$ cat src/rtl/strap_pkg.sv
package strap_pkg;
  typedef enum logic [1:0] {
    PULL_OFF = 2'b00,
    PULL_DN  = 2'b01,
    PULL_UP  = 2'b10
  } pull_e;

  typedef enum logic [1:0] {
    LVL_0 = 2'b00,
    LVL_1 = 2'b01,
    LVL_Z = 2'b10
  } lvl_e;

  typedef enum logic [1:0] {
    ST_IDLE = 2'b00,
    ST_HI   = 2'b01,
    ST_LO   = 2'b10
  } st_e;
endpackage

$ cat src/rtl/strap_sync2.sv
// Two-flop synchronizer; also used as the reset release stage.
module strap_sync2 #(
  parameter logic RST_VAL = 1'b0
) (
  input  logic clk,
  input  logic rst_n,
  input  logic d_i,
  output logic q_o
);
  logic meta_q;
  logic sync_q;

  always_ff @(posedge clk or negedge rst_n) begin
    if (!rst_n) begin
      meta_q <= RST_VAL;
      sync_q <= RST_VAL;
    end else begin
      meta_q <= d_i;
      sync_q <= meta_q;
    end
  end

  assign q_o = sync_q;
endmodule

$ cat src/rtl/strap_timer.sv
// Settle window counter: load starts a window of SETTLE_CYC cycles,
// exp_o is high in the last cycle of the window.
module strap_timer #(
  parameter longint unsigned SETTLE_CYC = 1875
) (
  input  logic clk,
  input  logic rst_n,
  input  logic load_i,
  output logic exp_o
);
  localparam int CNT_W = (SETTLE_CYC < 2) ? 1 : $clog2(SETTLE_CYC);
  localparam logic [CNT_W-1:0] TOP = CNT_W'(SETTLE_CYC - 1);

  logic [CNT_W-1:0] cnt_q, cnt_d;
  logic             run_q, run_d;
  logic             tick_en;

  assign exp_o   = run_q && (cnt_q == '0);
  assign tick_en = load_i || run_q;

  always_comb begin
    cnt_d = cnt_q;
    run_d = run_q;
    if (load_i) begin
      cnt_d = TOP;
      run_d = 1'b1;
    end else if (run_q) begin
      if (cnt_q == '0) run_d = 1'b0;
      else             cnt_d = cnt_q - 1'b1;
    end
  end

  always_ff @(posedge clk or negedge rst_n) begin
    if (!rst_n) begin
      cnt_q <= '0;
      run_q <= 1'b0;
    end else if (tick_en) begin
      cnt_q <= cnt_d;
      run_q <= run_d;
    end
  end

  AST_CNT_IN_WINDOW: assert property (@(posedge clk) disable iff (!rst_n)
    cnt_q <= TOP) else $error("count beyond window");
  AST_LOAD_RESTARTS: assert property (@(posedge clk) disable iff (!rst_n)
    load_i |=> (run_q && cnt_q == TOP)) else $error("load did not restart window");
endmodule

$ cat src/rtl/strap_fsm.sv
module strap_fsm
  import strap_pkg::*;
#(
  parameter int NUM_PINS = 40,
  parameter int IDX_W    = 6
) (
  input  logic             clk,
  input  logic             rst_n,
  input  logic             start_i,
  input  logic [IDX_W-1:0] pin_idx_i,
  input  logic             pad_s_i,
  input  logic             tmr_exp_i,
  output logic             tmr_load_o,
  output logic             busy_o,
  output logic             done_o,
  output logic             err_o,
  output lvl_e             level_o,
  output logic [IDX_W-1:0] sel_idx_o,
  output logic             input_en_o,
  output pull_e            pull_o
);
  st_e              st_q, st_d;
  logic             busy_q, busy_d;
  logic             done_q, done_d;
  logic             err_q, err_d;
  lvl_e             lvl_q, lvl_d;
  logic [IDX_W-1:0] sel_q, sel_d;
  logic             inp_q, inp_d;
  pull_e            pull_q, pull_d;
  logic             hi_q, hi_d;
  logic             idx_ok;

  assign idx_ok = (int'(pin_idx_i) < NUM_PINS);

  always_comb begin
    st_d       = st_q;
    busy_d     = busy_q;
    done_d     = 1'b0;
    err_d      = 1'b0;
    lvl_d      = lvl_q;
    sel_d      = sel_q;
    inp_d      = inp_q;
    pull_d     = pull_q;
    hi_d       = hi_q;
    tmr_load_o = 1'b0;
    unique case (st_q)
      ST_IDLE: begin
        if (start_i) begin
          if (idx_ok) begin
            st_d       = ST_HI;
            busy_d     = 1'b1;
            sel_d      = pin_idx_i;
            inp_d      = 1'b1;
            pull_d     = PULL_UP;
            tmr_load_o = 1'b1;
          end else begin
            err_d = 1'b1;
          end
        end
      end
      ST_HI: begin
        if (tmr_exp_i) begin
          hi_d       = pad_s_i;
          pull_d     = PULL_DN;
          tmr_load_o = 1'b1;
          st_d       = ST_LO;
        end
      end
      ST_LO: begin
        if (tmr_exp_i) begin
          st_d   = ST_IDLE;
          busy_d = 1'b0;
          done_d = 1'b1;
          if (hi_q && pad_s_i) begin
            lvl_d  = LVL_1;
            pull_d = PULL_UP;
          end else if (!hi_q && !pad_s_i) begin
            lvl_d = LVL_0;
          end else begin
            lvl_d = LVL_Z;
          end
        end
      end
      default: st_d = ST_IDLE;
    endcase
  end

  always_ff @(posedge clk or negedge rst_n) begin
    if (!rst_n) begin
      st_q   <= ST_IDLE;
      busy_q <= 1'b0;
      done_q <= 1'b0;
      err_q  <= 1'b0;
      lvl_q  <= LVL_0;
      sel_q  <= '0;
      inp_q  <= 1'b0;
      pull_q <= PULL_OFF;
      hi_q   <= 1'b0;
    end else begin
      st_q   <= st_d;
      busy_q <= busy_d;
      done_q <= done_d;
      err_q  <= err_d;
      lvl_q  <= lvl_d;
      sel_q  <= sel_d;
      inp_q  <= inp_d;
      pull_q <= pull_d;
      hi_q   <= hi_d;
    end
  end

  assign busy_o     = busy_q;
  assign done_o     = done_q;
  assign err_o      = err_q;
  assign level_o    = lvl_q;
  assign sel_idx_o  = sel_q;
  assign input_en_o = inp_q;
  assign pull_o     = pull_q;

  AST_PULL_WHILE_BUSY: assert property (@(posedge clk) disable iff (!rst_n)
    busy_q |-> (pull_q != PULL_OFF && inp_q)) else $error("pull off during read");
  AST_DONE_ONE_CYCLE: assert property (@(posedge clk) disable iff (!rst_n)
    done_q |=> !done_q) else $error("done longer than one cycle");
  AST_BUSY_ENDS_AT_DONE: assert property (@(posedge clk) disable iff (!rst_n)
    $fell(busy_q) |-> done_q) else $error("busy fell without done");
  AST_LEVEL_CODE: assert property (@(posedge clk) disable iff (!rst_n)
    done_q |-> (lvl_q != 2'b11)) else $error("illegal level code");
  AST_FINAL_PULL: assert property (@(posedge clk) disable iff (!rst_n)
    done_q |-> (pull_q == ((lvl_q == LVL_1) ? PULL_UP : PULL_DN))) else $error("final pull mismatch");
  AST_ERR_IDLE: assert property (@(posedge clk) disable iff (!rst_n)
    err_q |-> (!busy_q && !done_q)) else $error("error during read");
  AST_IDX_HELD: assert property (@(posedge clk) disable iff (!rst_n)
    (busy_q && $past(busy_q)) |-> $stable(sel_q)) else $error("index changed mid read");
endmodule

$ cat src/rtl/strap_sense.sv
module strap_sense
  import strap_pkg::*;
#(
  parameter longint unsigned CLK_HZ    = 125_000_000,
  parameter longint unsigned SETTLE_US = 15,
  parameter int              NUM_PINS  = 40,
  parameter int              IDX_W     = (NUM_PINS < 2) ? 1 : $clog2(NUM_PINS + 1)
) (
  input  logic             clk,
  input  logic             rst_n,
  input  logic             start_i,
  input  logic [IDX_W-1:0] pin_idx_i,
  input  logic             pad_i,
  output logic             busy_o,
  output logic             done_o,
  output logic             err_o,
  output logic [1:0]       level_o,
  output logic [IDX_W-1:0] sel_idx_o,
  output logic             input_en_o,
  output logic [1:0]       pull_o
);
  localparam longint unsigned RAW_CYC    = (CLK_HZ * SETTLE_US + 64'd999_999) / 64'd1_000_000;
  localparam longint unsigned SETTLE_CYC = (RAW_CYC == 0) ? 1 : RAW_CYC;

  logic  rst_int_n;
  logic  pad_s;
  logic  tmr_load;
  logic  tmr_exp;
  lvl_e  lvl;
  pull_e pull;

  strap_sync2 #(.RST_VAL(1'b0)) u_rst_sync (
    .clk   (clk),
    .rst_n (rst_n),
    .d_i   (1'b1),
    .q_o   (rst_int_n)
  );

  strap_sync2 #(.RST_VAL(1'b0)) u_pad_sync (
    .clk   (clk),
    .rst_n (rst_int_n),
    .d_i   (pad_i),
    .q_o   (pad_s)
  );

  strap_timer #(.SETTLE_CYC(SETTLE_CYC)) u_timer (
    .clk    (clk),
    .rst_n  (rst_int_n),
    .load_i (tmr_load),
    .exp_o  (tmr_exp)
  );

  strap_fsm #(.NUM_PINS(NUM_PINS), .IDX_W(IDX_W)) u_fsm (
    .clk        (clk),
    .rst_n      (rst_int_n),
    .start_i    (start_i),
    .pin_idx_i  (pin_idx_i),
    .pad_s_i    (pad_s),
    .tmr_exp_i  (tmr_exp),
    .tmr_load_o (tmr_load),
    .busy_o     (busy_o),
    .done_o     (done_o),
    .err_o      (err_o),
    .level_o    (lvl),
    .sel_idx_o  (sel_idx_o),
    .input_en_o (input_en_o),
    .pull_o     (pull)
  );

  assign level_o = lvl;
  assign pull_o  = pull;
endmodule

$ cat config.mk
export PLATFORM = sky130hd
export DESIGN_NAME = strap_sense
export DESIGN_NICKNAME = d
export VERILOG_FILES = /design/src/rtl/strap_pkg.sv /design/src/rtl/strap_sync2.sv /design/src/rtl/strap_timer.sv /design/src/rtl/strap_fsm.sv /design/src/rtl/strap_sense.sv
export SDC_FILE = /design/constraint.sdc
export NUM_CORES = 1
export LEC_CHECK = 0
export ABC_AREA = 1
export BUFFER_PORTS_ARGS = -buffer_cell sky130_fd_sc_hd__buf_2
export CAP_MARGIN = 20
export CORE_ASPECT_RATIO = 0.75
export CORE_UTILIZATION = 40
export CTS_BUF_LIST = sky130_fd_sc_hd__clkbuf_2 sky130_fd_sc_hd__clkbuf_4 sky130_fd_sc_hd__clkbuf_8
export DETAILED_ROUTE_END_ITERATION = 10
export GPL_TIMING_DRIVEN = 0
export PLACE_DENSITY = 0.58
export REMOVE_ABC_BUFFERS = 1
export SYNTH_ARGS = -nofsm -noshare
export SYNTH_HDL_FRONTEND = slang
export SYNTH_SLANG_ARGS = --single-unit
$ cat constraint.sdc
create_clock -name clk -period 1.3 [get_ports clk]
set_input_delay 0.13 -clock clk [delete_from_list [all_inputs] [get_ports clk]]
set_output_delay 0.13 -clock clk [all_outputs]
set_load 0.005 [all_outputs]
Word-level counts from Yosys, hierarchy flattened
Index checks and enable logic that the tools add are counted.

Bits in latches: 0. ROM bits: 0. Register bits: 33. Bits in writable memories: 0. Input bits: 10. Memories kept: 0.

$mul: 0. Divide/modulo/power cells: 0. Eq/ne operators: 8. Reductions and logical operators: 18. Muxes and demuxes: 31. $lt $le $gt $ge: 1. $add $sub $neg: 1. Shift-type cells: 0. Bitwise logic cells: 0.

Operator list (number): $mux W11 (3); $mux W2 (11); $mux W1 (13); $pmux W2 S3 (2); $logic_not A11 Y1 (1); $sub A11 B1 Y11 const B (1); $reduce_and A4 Y1 (2); $lt A6 B6 Y1 const B (1); $ne A2 B1 Y1 const B (3); $ne A2 B2 Y1 const B (3); $reduce_and A3 Y1 (2); $reduce_and A6 Y1 (1); $pmux W1 S2 (2); $reduce_and A2 Y1 (2); $reduce_bool A2 Y1 (2); $logic_and A1 B1 Y1 (3); $reduce_bool A3 Y1 (1); $eq A2 B1 Y1 const B (1); $eq A2 B2 Y1 const B (1); $logic_not A1 Y1 (2); $logic_not A2 Y1 (1); $logic_or A1 B1 Y1 (1).

Depth between registers and ports, before layout
Gate-level depths: netlist (run 1).

Depth after elaboration: 6. Mapped depth: 12. Gate-level depth less buffers: 11.

Cells and area by module
From an unflattened synthesis (run 1), not the netlist that was laid out.

Cells, all modules: 189. Area total of the unflattened synthesis: 1601.5 µm².

By module, submodules not included: strap_timer (times used 1, cells an instance 105, area each 750.7 µm²); strap_fsm (times used 1, cells an instance 79, area each 747.0 µm²); strap_sync2 (times used 2, cells an instance 2, area each 50.0 µm²); strap_sense (times used 1, cells an instance 1, area each 3.8 µm²).

Worst setup path before layout (run 1)
Ideal clock, no wire load.

Path type: register to register. Start: register u_timer.cnt_q[0]. End: register u_timer.cnt_q[3]. Buffers on the path: 1. Arrival: 1.394 ns. Setup slack: -0.213 ns. Stages on the path, launching flop included: 13. Clock period less this slack: 1.513 ns. Library setup time: 0.119 ns. Path through: dfrtp_1 inv_1 ha_1 nand2_2 nor2_4 nand2_4 nand2_4 inv_4 buf_6 nand2_1 nand2_1 nand2_1 nor2_1.

Word-level cells in the longest chain between the ends: 6. Elaborated cells between the ends (all ways): 12. Those cells by class: add/sub: 1; eq/ne: 1; mux: 5; reduce/logical: 5.

Ends and longest elaborated chain: start: declaration (line strap_timer.sv:14) `logic [CNT_W-1:0] cnt_q, cnt_d;`; start signal: assignment (line strap_timer.sv:38) `cnt_q <= cnt_d;`; branches (longest 6 deep; another with $sub A11 B1 Y11).

Several ways; the timed one is not identified. The select of a mux whose other input is x is not followed. A chain may end at the register's enable or synchronous reset.

Worst setup path after layout (run 1)
Start: register u_timer.cnt_q[0]. End: register u_timer.cnt_q[9].

The elaborated chain is that of the path after synthesis.

==> results of run 1 <==
-- final timing paths --
check,cells past startpoint,end,start
setup / recovery,10,u_timer.cnt_q[9],u_timer.cnt_q[0]
hold / removal,3,u_fsm.sel_idx_o[2],pin_idx_i[2]
setup reg to reg,10,u_timer.cnt_q[9],u_timer.cnt_q[0]
hold reg to reg,0,u_fsm.hi_q,u_rst_sync.q_o
max in group asynchronous,1,u_fsm.err_o,u_rst_sync.q_o
min in group asynchronous,2,u_rst_sync.q_o,rst_n
-- layout by cell type (no fill, tap or decap), types with 5 or more instances in the layout --
| master | synthesis | layout |
|---|---|---|
| nand2_1 | 50 | 48 |
| buf_2 | 1 | 23 |
| nand3_1 | 9 | 7 |
| o21ai_0 | 8 | 5 |
| buf_4 | 0 | 14 |
| clkbuf_8 | 0 | 6 |
| nor2_2 | 4 | 5 |
| nor2_1 | 18 | 15 |
| dfrtp_1 | 33 | 33 |
| o21ai_1 | 4 | 6 |
| inv_1 | 25 | 22 |
-- power groups by stage --
stage,sequential [mW],clock [mW],combinational (mW)
finish,1.04,0.993,0.0464
global route,1.05,1.07,0.0522
CTS,1.04,1.01,0.0476
detailed placement,1.06,0,0.0420
global placement,1.07,0,0.0210
floorplan,1.07,0,0.00529
-- logic make-up (layout without fill, tap and decap cells) --
family                   after synthesis  in the layout  share of synthesized area
buffers and inverters                 30             79                     0.0817
AO/OA/AOI/OAI                         17             17                     0.0602
other                                  1              1                    0.00247
AND/OR/NAND/NOR                       96             96                      0.295
adder cells (fa/ha/maj)                2              2                     0.0165
flip-flops                            33             33                      0.545
-- worst max-delay path, cell delays in order, from the launching register on --
cell	delay [ps]
dfrtp_1	390
inv_2	90
ha_4	160
nand2_4	60
nor2_4	180
nand2_4	110
inv_4	80
nand3_4	110
nand2_8	140
inv_6	50
nand3_2	60
-- sequential cells by signal, summed over array words and instances (netlist names) --
signal / cells
u_fsm.busy_o: 1
u_fsm.done_o: 1
u_fsm.err_o: 1
u_fsm.hi_q: 1
u_fsm.input_en_o: 1
u_fsm.level_o: 2
u_fsm.pull_o: 2
u_fsm.sel_idx_o: 6
u_fsm.st_q: 2
u_pad_sync.meta_q: 1
u_pad_sync.q_o: 1
u_rst_sync.meta_q: 1
u_rst_sync.q_o: 1
u_timer.cnt_q: 11
u_timer.run_q: 1
-- area by class of cell --
type                    count  area [sq um]  area share
multi-input cells         116           682       0.323
clock inverters             2          37.5      0.0178
flip-flops and latches     33           826       0.391
repair buffers             43           302       0.143
well taps                  50          62.6      0.0296
inverters                  28           120      0.0569
clock buffers               6          82.6      0.0391
-- layer usage --
layer | global-route usage | share of wire | routed length, um
met5 | 0 | 0 | 0
met4 | 0.0700 | 0.019 | 64
met3 | 0.0657 | 0.042 | 140
met2 | 0.284 | 0.47 | 1550
met1 | 0.236 | 0.47 | 1560
-- metrics by stage --
stage	util	hold slack, ps
floorplan	-	-166
global placement	0.487	-86.2
detailed placement	0.495	-81.3
CTS	0.602	73.4
global route	0.613	64.3
finish	0.613	75.9
-- timing repair --
| item | CTS | global route |
|---|---|---|
| gates resized for setup | 32 | 4 |
| hold buffers | 2 | 0 |
| setup buffers | 14 | 3 |
| setup endpoints to repair | 28 | 28 |
| endpoints found under the hold margin | 3 | 0 |
| pin swaps | 9 | 6 |
==> reports/results.ini, run 1 <==
[power_and_ir_drop]
sequentialPowerShare = 0.501
comb_power_share = 0.022
p_leak_nw = 1.11
power_density_mw_per_mm2 = 987
vdd_drop_max_uv = 652
finalPower_mw = 2.08
p_sw_frac = 0.194
internal_power_mw = 1.68
p_switching_mw = 0.404
clockPowerShare = 0.477

[finish]
fin_nets = 239
fillers = 288
finalNonFillerCells = 278
n_antenna_cell = 0
fin_area_sq_mm = 0.00211
drive_gt1_frac = 0.351
area_delta_synth_final_pct = 39.3

[routing]
drc_errors = 0
final_antenna_net_count = 0
drtPass1Iterations = 4
wl_mm = 3.32
vias = 1295
drt_iter0_markers = 67
vias_per_cell = 4.66
wl_per_cell_um = 11.9

[worst_setup_path]
critical_path_arrival_ps = 1720
crit_type = flip-flop to flip-flop
cp.required_ps = 1520
cp_max_fo = 8
crit_path_end_kind = flip-flop
startpoint_type = flip-flop
ff2ff_setup_slack_ps = -200

[clock_network]
root_buffer = clkbuf_8
clockBufferDepth = 2
cts_tree = yes
ctsHtreeMaxLevel = 2
clkLatencyLatePin_ps = 280
clock-sinks = 33
cts.clk_slew.worst_paths_ps = 70
cts_buffers = 5

[floorplanning]
fp.coreArea_sq_mm = 0.00345
ios = 24
start_util = 0.440
die_x_um = 73.1
rows = 18
dieArea_sq_mm = 0.00404
fp.dieH_um = 55.3

[timing]
rsz0062_at_grt = true
finalHoldViolations = 0
maxSlewHeadroom = 0.545
fin_crit_sh = 1.15
final.min_clock_period_ps = 1500
setup_viol = 21
tns_ps = -3770
slew_violations = 0
worstMarginPinSlew_ps = 682
clock-skew-final_ps = 7.31
fmax_mhz = 666
setup_slack_ps = -201

[job]
max_cap_violations = 0

[yosys]
synthTopCellsByArea = dfrtp_1, nand2_1, inv_1
synth_seq_cells = 33
synthCells = 179
syn_area_sq_mm = 0.00152
netlist.area_leader.share = 0.545
postSynthAreaPerCell_sq_um = 8.47
synth.most_common_cell = nand2_1
synth_area_leader_cell = dfrtp_1
synth_edf_count = 0
yosys_warnings = 0
synth-seq-area-share = 0.545
async_flop_share = 1.00
synthFlopType = dfrtp_1
synth.top_cells.by_count = nand2_1, dfrtp_1, inv_1, nor2_1, nand3_1
synth_cell_types = 23

[grt]
grt_pass1_vias = 1264
grt-ovfl-total = 0
grt_usage = 0.185
grt_pass1_wl_mm = 5.65
grt_max_degree = 19
antenna_found_initial = 0

[placed_design]
port_buffers = 23
place_worst_setup_slack_ps = -399
dp_hpwl_mm = 2.11
dp.cells = 251
gp_congestion = 0.819
place_area_sq_mm = 0.00171

[run_status]
outcome = finished, violations left
violations = setup timing

[worst_hold_path]
hp-class = input pin to flip-flop

Note: power is estimated with default switching activity, not from simulation.
==> run 2: changes to the inputs <==
--- a/config.mk
+++ b/config.mk
@@ -5,7 +5,6 @@
 export SDC_FILE = /design/constraint.sdc
 export NUM_CORES = 1
 export LEC_CHECK = 0
-export ABC_AREA = 1
 export BUFFER_PORTS_ARGS = -buffer_cell sky130_fd_sc_hd__buf_2
 export CAP_MARGIN = 20
 export CORE_ASPECT_RATIO = 0.75
==> reports/results.ini, run 2 <==
[run_status]
outcome = finished, violations left
violations = setup timing

[placed_design]
gp_congestion = 0.808
place_area_sq_mm = 0.00167
dp.cells = 209
port_buffers = 23
dp_hpwl_mm = 2.12

[worst_setup_path]
startpoint_type = flip-flop
crit_type = flip-flop to flip-flop
critical_path_arrival_ps = 2040
startpoint = u_timer.cnt_q[1]
cp.required_ps = 1500
cp_max_fo = 5
crit_path_end_kind = flip-flop
rr_startpoint = u_timer.cnt_q[1]
r2r.worst_path.cells = 4

[yosys]
synthFlopType = dfrtp_1
syn_area_sq_mm = 0.00148
synth_edf_count = 0
synthTopCellsByArea = dfrtp_1, nand2_1, o21ai_0
synth.most_common_cell = dfrtp_1
async_flop_share = 1.00
postSynthAreaPerCell_sq_um = 10.7
netlist.area_leader.share = 0.557
synth_area_leader_cell = dfrtp_1
synth_seq_cells = 33
synth_cell_types = 45
synth-seq-area-share = 0.557
yosys_warnings = 0
synthCells = 139
synth.top_cells.by_count = dfrtp_1, nand2_1, o21ai_0, inv_1, nor2_1

[floorplanning]
start_util = 0.433
ios = 24
die_x_um = 72.3
rows = 18
fp.coreArea_sq_mm = 0.00342
dieArea_sq_mm = 0.00396
fp.dieH_um = 54.7

[routing]
drc_errors = 0
drtPass1Iterations = 4
vias = 1251
drt_iter0_markers = 91
vias_per_cell = 5.11
wl_mm = 3.45
wl_per_cell_um = 14.1
final_antenna_net_count = 0

[power_and_ir_drop]
vdd_drop_max_uv = 801
p_leak_nw = 1.01
power_density_mw_per_mm2 = 1310
finalPower_mw = 2.82

[worst_hold_path]
holdPathStages = 3
hp-class = input pin to flip-flop
min_from = pin_idx_i[2]

[clock_network]
clock-sinks = 33
root_buffer = clkbuf_8
cts_buffers = 5
clockBufferDepth = 2
cts.clk_slew.worst_paths_ps = 60
cts_tree = yes
ctsHtreeMaxLevel = 2
clkLatencyLatePin_ps = 270

[timing]
maxSlewHeadroom = 0.558
tns_ps = -8970
slew_violations = 0
fmax_mhz = 543
setup_slack_ps = -540
final.min_clock_period_ps = 1840
rsz0062_at_grt = true
clock-skew-final_ps = 7.61
worstMarginPinSlew_ps = 663
setup_viol = 27
fin_crit_sh = 1.42
finalHoldViolations = 0

[finish]
drive_gt1_frac = 0.508
top_register = u_timer.cnt_q
final_common_cell = dfrtp_1
layout_common_cells = dfrtp_1, buf_2, buf_4, nand2_1
fin_nets = 207
area_delta_synth_final_pct = 45.1
finalNonFillerCells = 245
fin_area_sq_mm = 0.00215
largest_register_ffs = 11
fin_util = 0.629
n_antenna_cell = 0

[grt]
grt_pass1_vias = 1249
grt_pass1_wl_mm = 5.69
antenna_found_initial = 0
grt_max_degree = 19
grt_usage = 0.198
grt-ovfl-total = 0

[job]
max_cap_violations = 0

## run 2: what timing repair did
action / in CTS / in global routing
hold buffers: 2 / 0
buffers inserted: 22 / 6
setup endpoints to repair: 28 / 27
resized for setup: 36 / 11
endpoints found under the hold margin: 3 / 0
pin swaps: 21 / 8
## run 2: stage by stage
step / hold slack [ps] / worst slack, ps
final: 60.4 / -540
after CTS: 50.5 / -540
after detailed placement: -84.9 / -885
after floorplan: -166 / -704
after global placement: -84.6 / -874
after global routing: 54.3 / -597
## run 2: worst max-delay path, stage by stage (launching register included)
cell	delay [ps]
dfrtp_1	390
or4b_4	550
or2_4	260
or4_1	480
nand3_1	100
## run 2: cell families after synthesis
logic type	Yosys count	synth area share
AO/OA/AOI/OAI	26	0.116
XOR/XNOR	1	0.00591
adder cells (fa/ha/maj)	2	0.0169
buffers and inverters	11	0.0329
flip-flops	33	0.557
multiplexers	4	0.0346
other	1	0.00253
AND/OR/NAND/NOR	61	0.235
## run 2: power by group
part	internal, mW	switching (mW)
logic	0.418	0.351
registers	1.17	0.117
clock network	0.440	0.321
## run 2: layout make-up
| class | count | area, sq um |
|---|---|---|
| Multi-Input combinational cell | 95 | 749 |
| Sequential cell | 33 | 828 |
| Clock buffer | 7 | 90.1 |
| Tap cell | 50 | 62.6 |
| Timing Repair Buffer | 53 | 395 |
| Fill cell | 289 | 1270 |
| Inverter | 7 | 26.3 |
## run 2: worst paths after layout
path                                      end  slack (ps)
setup / recovery             u_timer.cnt_q[9]        -540
hold / removal             u_fsm.sel_idx_o[2]          60
setup reg to reg             u_timer.cnt_q[9]        -540
hold reg to reg                 u_timer.run_q         270
max in group asynchronous       u_fsm.st_q[1]         510
min in group asynchronous   u_rst_sync.meta_q         160
## run 2: metal layers
layer / global-route usage / vias to the layer above / part of all wire
met5: 0 / - / 0
met4: 0.0588 / 0 / 0.0029
met3: 0.0497 / 2 / 0.037
met2: 0.332 / 31 / 0.49
met1: 0.259 / 619 / 0.47
li1: - / 599 / -
